$ cat src/rtl/fpctl_pkg.sv
package fpctl_pkg;

    parameter int RM_W   = 3;
    parameter int FLAG_W = 5;
    parameter int NUM_RM = 5;
    parameter int DYN_RM = 7;

    localparam int VIEW_W = RM_W + FLAG_W;

    localparam int FLAG_NX = 0;
    localparam int FLAG_UF = 1;
    localparam int FLAG_OF = 2;
    localparam int FLAG_DZ = 3;
    localparam int FLAG_NV = 4;

    typedef enum logic [1:0] {
        SEL_FLAGS = 2'd0,
        SEL_MODE  = 2'd1,
        SEL_BOTH  = 2'd2,
        SEL_NONE  = 2'd3
    } view_sel_e;

    typedef enum logic [1:0] {
        OP_WRITE = 2'd0,
        OP_SET   = 2'd1,
        OP_CLEAR = 2'd2,
        OP_READ  = 2'd3
    } field_op_e;

endpackage

$ cat src/rtl/fpctl_field_alu.sv
module fpctl_field_alu #(
    parameter int W = 5
) (
    input  logic [1:0]   op,
    input  logic [W-1:0] cur,
    input  logic [W-1:0] wdata,
    output logic [W-1:0] nxt
);
    import fpctl_pkg::*;

    always_comb begin
        unique case (field_op_e'(op))
            OP_WRITE: nxt = wdata;
            OP_SET:   nxt = cur | wdata;
            OP_CLEAR: nxt = cur & ~wdata;
            default:  nxt = cur;
        endcase
    end

endmodule

$ cat src/rtl/fpctl_rm_resolve.sv
module fpctl_rm_resolve #(
    parameter int RM_W   = 3,
    parameter int NUM_RM = 5,
    parameter int DYN_RM = 7
) (
    input  logic            insn_vld,
    input  logic [RM_W-1:0] insn_rm,
    input  logic [RM_W-1:0] dyn_rm,
    output logic [RM_W-1:0] rm_eff,
    output logic            rm_illegal
);
    localparam logic [RM_W-1:0] DYN_CODE  = RM_W'(DYN_RM);
    localparam logic [RM_W-1:0] LIMIT     = RM_W'(NUM_RM);

    logic [RM_W-1:0] picked;
    logic            legal;

    always_comb begin
        picked     = (insn_rm == DYN_CODE) ? dyn_rm : insn_rm;
        legal      = (picked < LIMIT);
        rm_eff     = legal ? picked : '0;
        rm_illegal = insn_vld && !legal;
    end

endmodule

$ cat src/rtl/fpctl_flag_reg.sv
module fpctl_flag_reg #(
    parameter int FLAG_W = 5
) (
    input  logic              clk,
    input  logic              rst_n,
    input  logic              sw_we,
    input  logic [FLAG_W-1:0] sw_val,
    input  logic              hw_vld,
    input  logic [FLAG_W-1:0] hw_flags,
    output logic [FLAG_W-1:0] flags_q
);
    typedef struct packed {
        logic [FLAG_W-1:0] flags;
    } flag_state_t;

    flag_state_t       st_d, st_q;
    logic [FLAG_W-1:0] bit_nxt;

    for (genvar i = 0; i < FLAG_W; i++) begin : g_bit
        assign bit_nxt[i] = sw_we ? sw_val[i]
                                  : (st_q.flags[i] | (hw_vld & hw_flags[i]));
    end

    always_comb begin
        st_d       = st_q;
        st_d.flags = bit_nxt;
    end

    always_ff @(posedge clk or negedge rst_n) begin
        if (!rst_n) begin
            st_q <= '0;
        end else begin
            st_q <= st_d;
        end
    end

    assign flags_q = st_q.flags;


    sw_wins_chk: assert property (@(posedge clk) disable iff (!rst_n)
        sw_we |=> flags_q == $past(sw_val));


    sticky_chk: assert property (@(posedge clk) disable iff (!rst_n)
        !sw_we |=> (flags_q & $past(flags_q)) == $past(flags_q));


    merge_chk: assert property (@(posedge clk) disable iff (!rst_n)
        (!sw_we && hw_vld) |=> flags_q == ($past(flags_q) | $past(hw_flags)));

endmodule

$ cat src/rtl/fpctl_mode_reg.sv
module fpctl_mode_reg #(
    parameter int RM_W = 3
) (
    input  logic            clk,
    input  logic            rst_n,
    input  logic            sw_we,
    input  logic [RM_W-1:0] sw_val,
    output logic [RM_W-1:0] mode_q
);
    typedef struct packed {
        logic [RM_W-1:0] mode;
    } mode_state_t;

    mode_state_t st_d, st_q;

    always_comb begin
        st_d = st_q;
        if (sw_we) begin
            st_d.mode = sw_val;
        end
    end

    always_ff @(posedge clk or negedge rst_n) begin
        if (!rst_n) begin
            st_q <= '0;
        end else begin
            st_q <= st_d;
        end
    end

    assign mode_q = st_q.mode;


    mode_load_chk: assert property (@(posedge clk) disable iff (!rst_n)
        sw_we |=> mode_q == $past(sw_val));


    mode_hold_chk: assert property (@(posedge clk) disable iff (!rst_n)
        !sw_we |=> mode_q == $past(mode_q));

endmodule

$ cat src/rtl/fpctl_top.sv
module fpctl_top
    import fpctl_pkg::*;
#(
    parameter int P_RM_W   = RM_W,
    parameter int P_FLAG_W = FLAG_W,
    parameter int P_NUM_RM = NUM_RM,
    parameter int P_DYN_RM = DYN_RM
) (
    input  logic                       clk,
    input  logic                       rst_n,
    input  logic                       insn_vld,
    input  logic [P_RM_W-1:0]          insn_rm,
    output logic [P_RM_W-1:0]          rm_eff,
    output logic                       rm_illegal,
    input  logic                       fp_done,
    input  logic [P_FLAG_W-1:0]        fp_flags,
    input  logic                       csr_en,
    input  logic [1:0]                 csr_sel,
    input  logic [1:0]                 csr_op,
    input  logic [P_RM_W+P_FLAG_W-1:0] csr_wdata,
    output logic [P_RM_W+P_FLAG_W-1:0] csr_rdata
);
    localparam int VW = P_RM_W + P_FLAG_W;
    localparam logic [P_RM_W-1:0] LIMIT = P_RM_W'(P_NUM_RM);
    localparam logic [P_RM_W-1:0] DYN   = P_RM_W'(P_DYN_RM);

    logic [P_RM_W-1:0]   mode_q;
    logic [P_FLAG_W-1:0] flags_q;
    logic                modifies;
    logic                hit_flags;
    logic                hit_mode;
    logic [P_RM_W-1:0]   mode_src;
    logic [P_FLAG_W-1:0] flag_src;
    logic [P_RM_W-1:0]   mode_nxt;
    logic [P_FLAG_W-1:0] flag_nxt;

    always_comb begin
        modifies  = csr_en && (field_op_e'(csr_op) != OP_READ);
        hit_flags = modifies && (view_sel_e'(csr_sel) == SEL_FLAGS ||
                                 view_sel_e'(csr_sel) == SEL_BOTH);
        hit_mode  = modifies && (view_sel_e'(csr_sel) == SEL_MODE ||
                                 view_sel_e'(csr_sel) == SEL_BOTH);
        flag_src  = csr_wdata[P_FLAG_W-1:0];
        mode_src  = (view_sel_e'(csr_sel) == SEL_BOTH) ? csr_wdata[VW-1:P_FLAG_W]
                                                       : csr_wdata[P_RM_W-1:0];
    end

    always_comb begin
        unique case (view_sel_e'(csr_sel))
            SEL_FLAGS: csr_rdata = VW'(flags_q);
            SEL_MODE:  csr_rdata = VW'(mode_q);
            SEL_BOTH:  csr_rdata = {mode_q, flags_q};
            default:   csr_rdata = '0;
        endcase
    end

    fpctl_field_alu #(.W(P_FLAG_W)) i_flag_alu (
        .op    (csr_op),
        .cur   (flags_q),
        .wdata (flag_src),
        .nxt   (flag_nxt)
    );

    fpctl_field_alu #(.W(P_RM_W)) i_mode_alu (
        .op    (csr_op),
        .cur   (mode_q),
        .wdata (mode_src),
        .nxt   (mode_nxt)
    );

    fpctl_flag_reg #(.FLAG_W(P_FLAG_W)) i_flag_reg (
        .clk      (clk),
        .rst_n    (rst_n),
        .sw_we    (hit_flags),
        .sw_val   (flag_nxt),
        .hw_vld   (fp_done),
        .hw_flags (fp_flags),
        .flags_q  (flags_q)
    );

    fpctl_mode_reg #(.RM_W(P_RM_W)) i_mode_reg (
        .clk    (clk),
        .rst_n  (rst_n),
        .sw_we  (hit_mode),
        .sw_val (mode_nxt),
        .mode_q (mode_q)
    );

    fpctl_rm_resolve #(
        .RM_W   (P_RM_W),
        .NUM_RM (P_NUM_RM),
        .DYN_RM (P_DYN_RM)
    ) i_resolve (
        .insn_vld   (insn_vld),
        .insn_rm    (insn_rm),
        .dyn_rm     (mode_q),
        .rm_eff     (rm_eff),
        .rm_illegal (rm_illegal)
    );


    static_pass_chk: assert property (@(posedge clk) disable iff (!rst_n)
        (insn_vld && insn_rm < LIMIT) |-> (rm_eff == insn_rm && !rm_illegal));


    dyn_follow_chk: assert property (@(posedge clk) disable iff (!rst_n)
        (insn_vld && insn_rm == DYN && mode_q < LIMIT) |-> (rm_eff == mode_q && !rm_illegal));


    reserved_trap_chk: assert property (@(posedge clk) disable iff (!rst_n)
        (insn_vld && insn_rm >= LIMIT && insn_rm != DYN) |-> (rm_illegal && rm_eff == '0));


    no_spurious_trap_chk: assert property (@(posedge clk) disable iff (!rst_n)
        !insn_vld |-> !rm_illegal);


    idle_hold_chk: assert property (@(posedge clk) disable iff (!rst_n)
        (!csr_en && !fp_done) |=> (flags_q == $past(flags_q) && mode_q == $past(mode_q)));

endmodule

$ cat config.mk
export PLATFORM = sky130hd
export DESIGN_NAME = fpctl_top
export DESIGN_NICKNAME = d
export VERILOG_FILES = /design/src/rtl/fpctl_pkg.sv /design/src/rtl/fpctl_field_alu.sv /design/src/rtl/fpctl_rm_resolve.sv /design/src/rtl/fpctl_flag_reg.sv /design/src/rtl/fpctl_mode_reg.sv /design/src/rtl/fpctl_top.sv
export SDC_FILE = /design/constraint.sdc
export NUM_CORES = 1
export LEC_CHECK = 0
export BUFFER_PORTS_ARGS = -buffer_cell sky130_fd_sc_hd__buf_2
export CORE_MARGIN = 1.5
export CORE_UTILIZATION = 41
export CTS_CLUSTER_SIZE = 30
export DETAILED_ROUTE_END_ITERATION = 10
export GPL_TIMING_DRIVEN = 0
export PLACE_DENSITY_LB_ADDON = 0.12
export SLEW_MARGIN = 20
export SYNTH_ARGS = -nofsm -noshare
export SYNTH_HDL_FRONTEND = slang
export SYNTH_SLANG_ARGS = --single-unit
export TNS_END_PERCENT = 30
$ cat constraint.sdc
create_clock -name clk -period 3.15 [get_ports clk]
set_clock_uncertainty 0.05 [all_clocks]
set_input_delay 0.4725 -clock clk [delete_from_list [all_inputs] [get_ports clk]]
set_output_delay 0.4725 -clock clk [all_outputs]
set_load 0.01 [all_outputs]
; ---- Word level (Yosys, flattened, before mapping)
; Cells that the tools add are included.
[op_classes]
order_cmp = 1
eq_ne = 7
muxes = 11
bitwise_logic = 16
reduce_logical = 11
[op_table]
columns = op, n
row1 = $pmux 8 s3, 1
row2 = $pmux 5 s3, 1
row3 = $mux 3, 3
row4 = $pmux 3 s3, 1
row5 = $and 1x1->1, 5
row6 = $and 5x5->5, 1
row7 = $mux 1, 5
row8 = $not 5->5, 1
row9 = $or 1x1->1, 5
row10 = $or 5x5->5, 1
row11 = $eq 2x1->1 const B, 2
row12 = $eq 2x2->1 const B, 2
row13 = $logic_and 1x1->1, 4
row14 = $logic_not 2->1, 2
row15 = $ne 4x4->1 const B, 1
row16 = $and 3x3->3, 1
row17 = $eq 3x3->1 const B, 1
row18 = $lt 3x3->1 const B, 1
row19 = $not 3->3, 1
row20 = $or 3x3->3, 1
row21 = $reduce_bool 3->1, 1
row22 = $logic_or 1x1->1, 2
row23 = $ne 2x2->1 const B, 1
row24 = $reduce_and 2->1, 1
row25 = $logic_not 1->1, 1
[totals]
regBits = 8
inputBits = 25
output_inout_bits = 12
word_cells = 48

; ---- Depth between registers and ports, before layout
; Gate-level depths: netlist of run 1.
[logic_depth]
word_depth = 5
ltp_mapped = 7
mapped_depth_nobuf = 6

; ---- Hierarchy
; A second synthesis of run 1 with hierarchy kept.
[unflattened]
hier_cells = 97
area_unflattened_um2 = 785.8
[modules_own_cells]
columns = mod, n_inst, cells_per_inst, area_per_inst_um2, seq_area_each_um2
row1 = fpctl_flag_reg, 1, 21, 217.7, 125.1
row2 = fpctl_top, 1, 27, 196.4, 0.0
row3 = fpctl_field_alu at i_flag_alu, 1, 21, 123.9, 0.0
row4 = fpctl_mode_reg, 1, 6, 108.9, 75.1
row5 = fpctl_rm_resolve, 1, 10, 71.3, 0.0
row6 = fpctl_field_alu at i_mode_alu, 1, 12, 67.6, 0.0

; ---- Worst setup path after synthesis of run 1
; OpenSTA, ideal clock, no wires.
[synth_path]
path_type = input-to-output
startpoint = input port csr_sel[0]
endpoint = output port csr_rdata[0]
t_arrival_ps = 1346
required_ps = 2627
slack_ps = 1281
cell_stages = 5
n_path_buf = 0
path_cell_list = inv_1 ha_1 or2_2 a22oi_1 nor2_1
[synth_via]
elab_chain_len = 2
elab_cells_between_ends = 4
cone_classes = eq/ne: 2 / mux: 1 / reduce/logical: 1
[synth_lines]
columns = element, line_no
row1 = "start, declared", fpctl_top.sv:18  ; input logic [1:0] csr_sel,
row2 = $eq 2x2->1 (tied with other cells), fpctl_top.sv:49  ; unique case (view_sel_e'(csr_sel))
row3 = $pmux 8 s3 (*), fpctl_top.sv:49
row4 = "end, declared", fpctl_top.sv:21  ; output logic [P_RM_W+P_FLAG_W-1:0] csr_rdata
; Every way passes the cells marked *; elsewhere a longest branch is shown, timed or not.

; ---- Worst setup path after layout of run 1
[layout_path]
startpoint = input port csr_sel[0]
endpoint = output port csr_rdata[2]
; The elaborated chain is that of the path after synthesis.

==> metrics.txt, run 1 <==
status finished clean; FP Rows 15; # diodes 0; maximum fanout along the worst path 7; Clock Sinks 8; worst skew pair latency 0.25 ns; slew margin rel. 0.733; Die Wd between 40 and 50 um; P_leak approximately 0.52 nW; Wirelength per Cell 12.6 um; Root Driver clkbuf_4; Worst EP required 2.63 ns; hold_buf cts 1; die area 2230 um^2; GR Util All Layers 0.207; slowest stage delay, CP 0.39 ns; crit path cell chain buf_2 -> inv_1 -> ha_1 -> or2_2 -> a22oi_1 -> nor2_1 -> buf_2; critical path class primary input to output port; DRC 0; Pre-antenna DRT Iters 4; Hold Path Cell Cnt 1; gpl congestion between 0.8 and 0.9; via count 840; CTS Buf Count 3; Starting Density 0.450; Tmin final 2.25 ns; Clock Path Buffers 2; setup total negative slack 0 ns; Period Utilization, post-route 0.713; Final HPWL DP 1650 um; Worst-path clk slew 0.06 ns; unrepaired setup endpoints after global routing no; worst slew pin tran 0.399 ns; Mapped Avg Cell Area 8.35 um^2; Peak VDD IR about 0.00016 V; FF+latch count, synth 8; Synth Cell Area 802 um^2; Mapped Cells 96; final-stage net count 171; grt ovf 0; chip height about 47 um; H-tree Lvls 1; Resized cells post-CTS 0; Max Clock Freq 445 MHz; critical path endpoint category output port; CP Launch Type primary input; Final Max Tran Viols 0; Hold WC Path Type flop to flop; P&R area growth vs syn 30.4%; max cap viols 0; Synth Warn # 0; Post-CTS Repair Setup Buffers 0; vias per cell approximately 5.2; CTS tree yes; Post-Syn Nets 129; slowest cell on the critical path or2_2; final instance area 1050 um^2; initial drt markers 13; I/O Buffers 36; layout cell share with drive strength beyond 1 0.346; register area share after synthesis 0.250; Core ar. 1780 um^2; CP arrival 1.72 ns; Finished Layout Cells 161; placed instance area a little over 1000 um^2; vias in the first global route approximately 760; initial antenna violation count 0; placed insts 157; Min Hold Slack between 0.4 and 0.5 ns; largest net degree at the start of global routing 11; ANT nets after route 0; Worst path most repeated cell buf_2; Ports 37; first-pass GRT wire length 3240 um; Synth cell types 25; final WL between 2000 and 2500 um; Fin. Hold Viols 0; final setup fails 0; FF-to-FF path depth 3; pwr/cell area roughly 340 nW/um^2
-- kinds of logic (layout without fill, tap and decap cells) --
kind of cell	count (synthesis)	count (layout)	share of synthesized area
and+or+nand+nor	38	38	0.282
AOI/OAI and AO/OA	32	32	0.259
adders and majority gates	8	8	0.125
DFF	8	8	0.250
buffers and inverters	6	46	0.0296
muxes	4	4	0.0546
-- metal layers --
layer  GRT usage  vias up  wire length [um]
met5           0        -                 0
met4       0.117        0                20
met3      0.0115        2                63
li1            -      431                 -
met1       0.262      380               919
met2       0.349       27              1020
-- cells in the mapped netlist (all sizes together) --
library cell / instances / area, um^2
nand2: 10 / 37.5
or3: 1 / 11.3
and4: 1 / 8.76
inv: 5 / 18.8
or2: 1 / 6.26
a21boi: 2 / 15.0
a22o: 3 / 26.3
nand4b: 1 / 8.76
a21oi: 13 / 65.1
nor3b: 1 / 18.8
mux2: 3 / 33.8
dfrtp: 8 / 200
mux2i: 1 / 10.0
a31oi: 1 / 6.26
o22a: 6 / 52.6
nor2b: 4 / 25.0
and2: 3 / 18.8
o21ai: 4 / 20.0
nor2: 6 / 22.5
ha: 8 / 100
a22oi: 3 / 22.5
nand3b: 3 / 22.5
buf: 1 / 5.00
nand2b: 7 / 46.3
-- final cells by class --
type / count / area, um^2
inverter: 5 / 18.8
sequential: 8 / 200
tap: 25 / 31.3
timing repair buffer: 37 / 190
buffer: 1 / 5.00
fill: 185 / 737
clock buffer: 3 / 22.5
multi-input combinational: 82 / 578
-- registers in the layout, summed over array words and instances (netlist names) --
| signal | count |
|---|---|
| i_flag_reg.flags_q | 5 |
| i_mode_reg.mode_q | 3 |
-- power breakdown --
group	internal (W)	leakage [nW]	switching, W
clock	0.0000438	0.0138	0.0000374
sequential	0.000121	0.0865	0.0000196
combinational	0.0000707	0.420	0.0000686
total	0.000235	0.520	0.000126
-- worst max-delay path: cells and delay by family --
kind / cells / cell delay (ns)
AO/OA/AOI/OAI: 1 / 0.20
adder cells (fa/ha/maj): 1 / 0.28
buffers and inverters: 3 / 0.33
AND/OR/NAND/NOR: 2 / 0.45
-- cell usage in the layout, fill, tap and decap left out, types with 4 or more instances in the layout --
| master | n |
|---|---|
| nor2_1 | 6 |
| nand2b_1 | 6 |
| a21oi_1 | 13 |
| o22a_1 | 6 |
| nand2_1 | 10 |
| inv_1 | 5 |
| dfrtp_1 | 8 |
| buf_2 | 37 |
| nor2b_1 | 4 |
| o21ai_0 | 4 |
| ha_1 | 8 |
-- through the flow --
step	worst slack, ns	total power, W	utilization
floorplan	1.28	0.000224	-
global placement	0.937	0.000276	0.568
detailed placement	0.897	0.000281	0.568
CTS	0.890	0.000363	0.587
global route	0.827	0.000385	0.587
finish	0.905	0.000361	0.587
-- worst paths after layout --
| kind | start | endpoint | slack [ns] |
|---|---|---|---|
| worst max register to register | i_flag_reg.flags_q[2]$_DFFE_PN0P_ | i_flag_reg.flags_q[2]$_DFFE_PN0P_ | 2.15 |
| min in group asynchronous | rst_n | i_flag_reg.flags_q[3]$_DFFE_PN0P_ | 0.53 |
| worst min register to register | i_flag_reg.flags_q[1]$_DFFE_PN0P_ | i_flag_reg.flags_q[1]$_DFFE_PN0P_ | 0.47 |
| max in group asynchronous | rst_n | i_mode_reg.mode_q[0]$_DFFE_PN0P_ | 2.33 |
| worst min-delay path | i_flag_reg.flags_q[1]$_DFFE_PN0P_ | i_flag_reg.flags_q[1]$_DFFE_PN0P_ | 0.47 |
| worst max-delay path | csr_sel[0] | csr_rdata[2] | 0.90 |
Power figures use the tool's default switching activity.
==> run 2: changes to the inputs <==
==> constraint.sdc (replaced) <==
create_clock -name clk -period 1.9 [get_ports clk]
set_clock_uncertainty 0.05 [all_clocks]
set_input_delay 0.285 -clock clk [delete_from_list [all_inputs] [get_ports clk]]
set_output_delay 0.285 -clock clk [all_outputs]
set_load 0.01 [all_outputs]
==> run 2 against run 1 <==
Non-clock buffer count did not move. Critical endpoint unchanged. Largest cell class unchanged. Largest power group unchanged. Sequential power rose by 66%. Critical path type unchanged. Final area rose by 0.24%. Worst setup slack got worse by 0.81 ns.
==> metrics.txt, run 2 (synthesis results as in run 1) <==
Worst-path clk slew 0.06 ns (about the same); Min Hold Slack 0.347 ns (-0.127 ns); # diodes 0 (unchanged); P_leak 0.518 nW (-0.31%); setup total negative slack 0 ns (unchanged); final setup margin 0.0995 ns (-0.805 ns); Pre-antenna DRT Iters 4 (unchanged); FP Rows 15 (unchanged); Die Wd 47.2 um (unchanged); CP Launch Type primary input; initial antenna violation count 0 (unchanged); Period Utilization, post-route 0.948; H-tree Lvls 1 (unchanged); commonest non-fill, non-tap cell in the layout buf_2; CTS Buf Count 3 (unchanged); grt ovf 0 (unchanged); ANT nets after route 0 (unchanged); CP arrival 1.47 ns (-0.25 ns); most frequent cells in the layout buf_2, a21oi_1, nand2_1; Core ar. 1780 um^2 (unchanged); slew margin rel. 0.733 (unchanged); layout cell share with drive strength beyond 1 0.353 (+0.00735); post-layout util 0.588 (+0.00140); chip height 47.2 um (unchanged); vias per cell 5.20 (-0.24%); I/O Buffers 36 (unchanged); DRC 0 (unchanged); Peak VDD IR 0.000269 V (+67%); Clock Path Buffers 2 (unchanged); via count 838 (-0.24%); Final Max Tran Viols 0 (unchanged); fill count 186 (+0.54%); maximum fanout along the worst path 7 (unchanged); Final HPWL DP 1650 um (unchanged); first-pass GRT wire length 3240 um (unchanged); Root Driver clkbuf_4; max cap viols 0 (unchanged); Clock Sinks 8 (unchanged); Largest register FFs 5 (unchanged); final WL 2030 um (+0.20%); critical path class primary input to output port; FF-to-FF path depth 3 (unchanged); Ports 37 (unchanged); worst slew pin tran 0.399 ns (unchanged); P&R area growth vs syn 30.7%; GR Util All Layers 0.207 (unchanged); final setup fails 0 (unchanged); gpl congestion 0.822 (unchanged); status finished clean; CTS tree yes; worst reg2reg startpoint i_flag_reg.flags_q[2]$_DFFE_PN0P_; Starting Density 0.450 (unchanged); Wirelength per Cell 12.6 um (+0.20%); Hold WC Path Type primary input to asynchronous set/reset pin; Tmin final 1.80 ns; vias in the first global route 762 (unchanged); Setup WS pre-CTS 0.0221 ns (-0.875 ns); unrepaired setup endpoints after global routing no; Worst EP required 1.56 ns (-1.07 ns); largest net degree at the start of global routing 11 (unchanged); Max Clock Freq approximately 560 MHz; FF-to-FF End i_flag_reg.flags_q[2]$_DFFE_PN0P_; Post-CTS Repair Setup Buffers 0 (unchanged); die area 2230 um^2 (unchanged); Fin. Hold Viols 0 (unchanged); r2r setup slk 0.90 ns (-1.25 ns); pwr/cell area 571 nW/um^2 (+65%); worst skew pair latency 0.25 ns (about the same); initial drt markers 13 (unchanged); critical path endpoint category output port; final-stage net count 171 (unchanged); Worst Setup SP csr_sel[0]
run 2: final cells by class:
type / count / area, um^2 / share of cell area
Timing Repair Buffer: 37 / 190 / 0.181
Inverter: 5 / 18.8 / 0.0179
Clock buffer: 3 / 22.5 / 0.0215
Sequential cell: 8 / 200 / 0.191
Tap cell: 25 / 31.3 / 0.0298
Multi-Input combinational cell: 82 / 581 / 0.554
Buffer: 1 / 5.00 / 0.00477
run 2: worst max-delay path by stage:
stage | cells past startpoint | slack, ns | endpoint
2_1_floorplan | 6 | 0.31 | i_flag_reg.flags_q[0]$_DFFE_PN0P_
3_3_place_gp | 8 | 0.04 | i_flag_reg.flags_q[3]$_DFFE_PN0P_
3_5_place_dp | 7 | 0.02 | csr_rdata[2]
4_1_cts | 7 | 0.01 | csr_rdata[2]
5_1_grt | 7 | 0.03 | csr_rdata[2]
6_report | 7 | 0.1 | csr_rdata[2]
run 2: worst max-delay path: stages:
cell and delay [ns]:
buf_2 0.12, inv_1 0.07, ha_2 0.23, or2_2 0.37, a22oi_1 0.20, nor2_1 0.06
buf_2 0.14
run 2: stage by stage:
step	instance area (um^2)	total power [W]	instances
after floorplan	802	0.000372	96
after global placement	1010	0.000457	157
after detailed placement	1010	0.000465	157
after CTS	1050	0.000602	161
after global routing	1050	0.000640	161
final	1050	0.000598	161
run 2: where the power goes:
part | switching [W] | leakage [nW] | internal (W)
clock | 0.0000620 | 0.0138 | 0.0000726
sequential | 0.0000325 | 0.0865 | 0.000200
combinational | 0.000114 | 0.418 | 0.000117
total | 0.000208 | 0.518 | 0.000390
run 2: per-layer routing:
metal | track usage | share of wire | vias up
li1 | - | - | 431
met1 | 0.262 | 0.46 | 378
met2 | 0.349 | 0.50 | 27
met3 | 0.0115 | 0.029 | 2
met4 | 0.117 | 0.0099 | 0
met5 | 0 | 0 | -
run 2: timing repair:
action / in CTS / in global routing
resized for setup: 0 / 1
hold endpoints to repair: 8 / 0
hold buffers: 1 / 0
endpoints found under the setup margin: 0 / 3
==> run 3: changes to the inputs <==
--- a/config.mk
+++ b/config.mk
@@ -6,12 +6,12 @@
 export NUM_CORES = 1
 export LEC_CHECK = 0
 export BUFFER_PORTS_ARGS = -buffer_cell sky130_fd_sc_hd__buf_2
-export CORE_MARGIN = 1.5
 export CORE_UTILIZATION = 41
 export CTS_CLUSTER_SIZE = 30
 export DETAILED_ROUTE_END_ITERATION = 10
 export GPL_TIMING_DRIVEN = 0
 export PLACE_DENSITY_LB_ADDON = 0.12
+export RECOVER_POWER = 100
 export SLEW_MARGIN = 20
 export SYNTH_ARGS = -nofsm -noshare
 export SYNTH_HDL_FRONTEND = slang
==> run 3 against run 2 <==
Final area fell by 2.3%. Worst setup slack improved by 0.028 ns. Routed wire length rose by 3.6%. Critical path depth stayed put. Die area decreased by 4.2%. Sequential cell count stayed put. Sequential share of layout area increased by 0.44 points. Critical path type unchanged. Critical endpoint unchanged. Largest cell class unchanged. Largest power group unchanged.
==> metrics.txt, run 3 (synthesis results as in run 1) <==
status finished clean; Worst-path clk slew 0.05 ns (about the same); # diodes 0 (unchanged); chip height 46.2 um (-2.1%); max cap viols 0 (unchanged); Final HPWL DP 1670 um (+1.5%); placed instance area 1010 um^2 (unchanged); Clock Sinks 8 (unchanged); largest net degree at the start of global routing 11 (unchanged); Max Clock Freq 564 MHz (+1.6%); Post-CTS Repair Setup Buffers 0 (unchanged); critical path class primary input to output port; CTS tree yes; Pre-antenna DRT Iters 4 (unchanged); Tmin final 1.77 ns (-0.0284 ns); vias per cell 5.50 (+5.7%); initial drt markers 16 (+3); unrepaired setup endpoints after global routing no; Core ar. 1780 um^2 (unchanged); die area 2140 um^2 (-4.2%); I/O Buffers 36 (unchanged); Worst EP required 1.56 ns (about the same); ANT nets after route 0 (unchanged); commonest non-fill, non-tap cell in the layout buf_2; M2 GR Usage 0.383 (+0.0344); Period Utilization, post-route 0.933 (-0.0149); initial antenna violation count 0 (unchanged); Starting Density 0.450 (unchanged); final WL 2100 um (+3.6%); fill count 190 (+2.2%); met1 Track Usage GR 0.268 (+0.00626); slowest cell on the critical path or2_2; P&R area growth vs syn 27.8%; worst slew pin tran 0.462 ns (+0.0628 ns); Wirelength per Cell 13.0 um (+3.6%); slew margin rel. 0.692 (-0.0413); FP Rows 15 (unchanged); DRC 0 (unchanged); placed insts 157 (unchanged); slowest stage delay, CP 0.36 ns (about the same); maximum fanout along the worst path 7 (unchanged); Fin. Hold Viols 0 (unchanged); final setup fails 0 (unchanged); CTS Buf Count 3 (unchanged); GR peak layer met2; Reg area 200 um^2 (unchanged); grt ovf 0 (unchanged); pwr/cell area 577 nW/um^2 (+1.0%); final-stage net count 171 (unchanged); Die Wd 46.2 um (-2.1%); CP bufs+invs 3 (unchanged); CP Launch Type primary input; Root Driver clkbuf_4; most frequent cells in the layout buf_2, a21oi_1, nand2_1, clkbuf_1, dfrtp_1; first-pass GRT wire length 3350 um (+3.4%); GR Util All Layers 0.223 (+0.0157); H-tree Lvls 1 (unchanged); Final Max Tran Viols 0 (unchanged); Multi-input gate area 569 um^2 (-1.9%); layout cell share with drive strength beyond 1 0.272 (-0.0809); Finished Layout Cells 161 (unchanged); gpl congestion 0.789 (-4.0%); met3 Resource Use GR 0.0196 (+0.00807); CP delay by family, top simple AND/OR/NAND/NOR gates; via count 886 (+5.7%); crit path cell chain clkbuf_2 -> inv_1 -> ha_2 -> or2_2 -> a22oi_1 -> nor2_1 -> clkbuf_2; Ports 37 (unchanged); Worst path most repeated cell clkbuf_2; Largest register FFs 5 (unchanged); Peak VDD IR 0.000314 V (+17%); setup total negative slack 0 ns (unchanged); vias in the first global route 783 (+2.8%); final instance area 1020 um^2 (-2.3%); P_leak 0.479 nW (-7.7%); Hold WC Path Type primary input to flop; worst skew pair latency 0.26 ns (about the same); Clock Path Buffers 2 (unchanged); CP arrival 1.44 ns (-0.03 ns); critical path endpoint category output port
[run 3: changes by cell type in the layout (fill, tap and decap cells not counted)]
cell,delta
clkbuf_1,+10
nor3b_4,-1
nor3b_2,+1
buf_2,-14
or3_4,-1
clkbuf_2,+4
or3_1,+1
[run 3: worst reg2reg max path, delay by kind of cell (launching register included)]
kind               cells  cell delay [ns]
DFF                    1             0.40
AOI/OAI and AO/OA      3             0.45
[run 3: final timing paths]
| kind | endpoint | from | slack, ns | depth (start not counted) |
|---|---|---|---|---|
| max reg2reg | i_flag_reg.flags_q[1]$_DFFE_PN0P_ | i_flag_reg.flags_q[1]$_DFFE_PN0P_ | 0.89 | 3 |
| min reg2reg | i_flag_reg.flags_q[3]$_DFFE_PN0P_ | i_flag_reg.flags_q[3]$_DFFE_PN0P_ | 0.47 | 1 |
| min | i_mode_reg.mode_q[1]$_DFFE_PN0P_ | csr_wdata[6] | 0.35 | 3 |
| max | csr_rdata[2] | csr_sel[0] | 0.13 | 7 |
| max in group asynchronous | i_mode_reg.mode_q[1]$_DFFE_PN0P_ | rst_n | 1.02 | 2 |
| min in group asynchronous | i_flag_reg.flags_q[3]$_DFFE_PN0P_ | rst_n | 0.46 | 2 |
[run 3: area by class of cell]
cell class	count	area share
Inverter	5	0.0183
Tap cell	25	0.0305
Buffer	1	0.00488
Clock buffer	3	0.0220
Timing Repair Buffer	37	0.173
Sequential cell	8	0.195
Multi-Input combinational cell	82	0.556
[run 3: repair_timing]
action / CTS / global route
setup endpoints to repair: 0 / 3
hold buffers: 1 / 0
endpoints found under the hold margin: 8 / 0
gates resized for setup: 0 / 1
[run 3: where the power goes]
group          total, W  switching, W  internal (W)
clock network  0.000134     0.0000611     0.0000725
logic          0.000223      0.000113      0.000110
registers      0.000234     0.0000339      0.000200
total          0.000591      0.000208      0.000383
[run 3: layer usage]
| metal | up-vias | share of wire |
|---|---|---|
| met3 | 8 | 0.038 |
| met1 | 423 | 0.44 |
| met2 | 29 | 0.50 |
| met4 | 0 | 0.024 |
| met5 | - | 0 |
| li1 | 426 | - |
[run 3: metrics by stage]
stage | hold WS (ns) | worst slack (ns) | power (W) | util
after floorplan | -0.0606 | 0.309 | 0.000372 | -
after global placement | 0.0942 | 0.0367 | 0.000458 | 0.568
after detailed placement | 0.0938 | 0.0132 | 0.000466 | 0.568
after CTS | 0.355 | 0.0371 | 0.000600 | 0.587
after global routing | 0.369 | 0.0244 | 0.000631 | 0.575
final | 0.351 | 0.128 | 0.000591 | 0.575
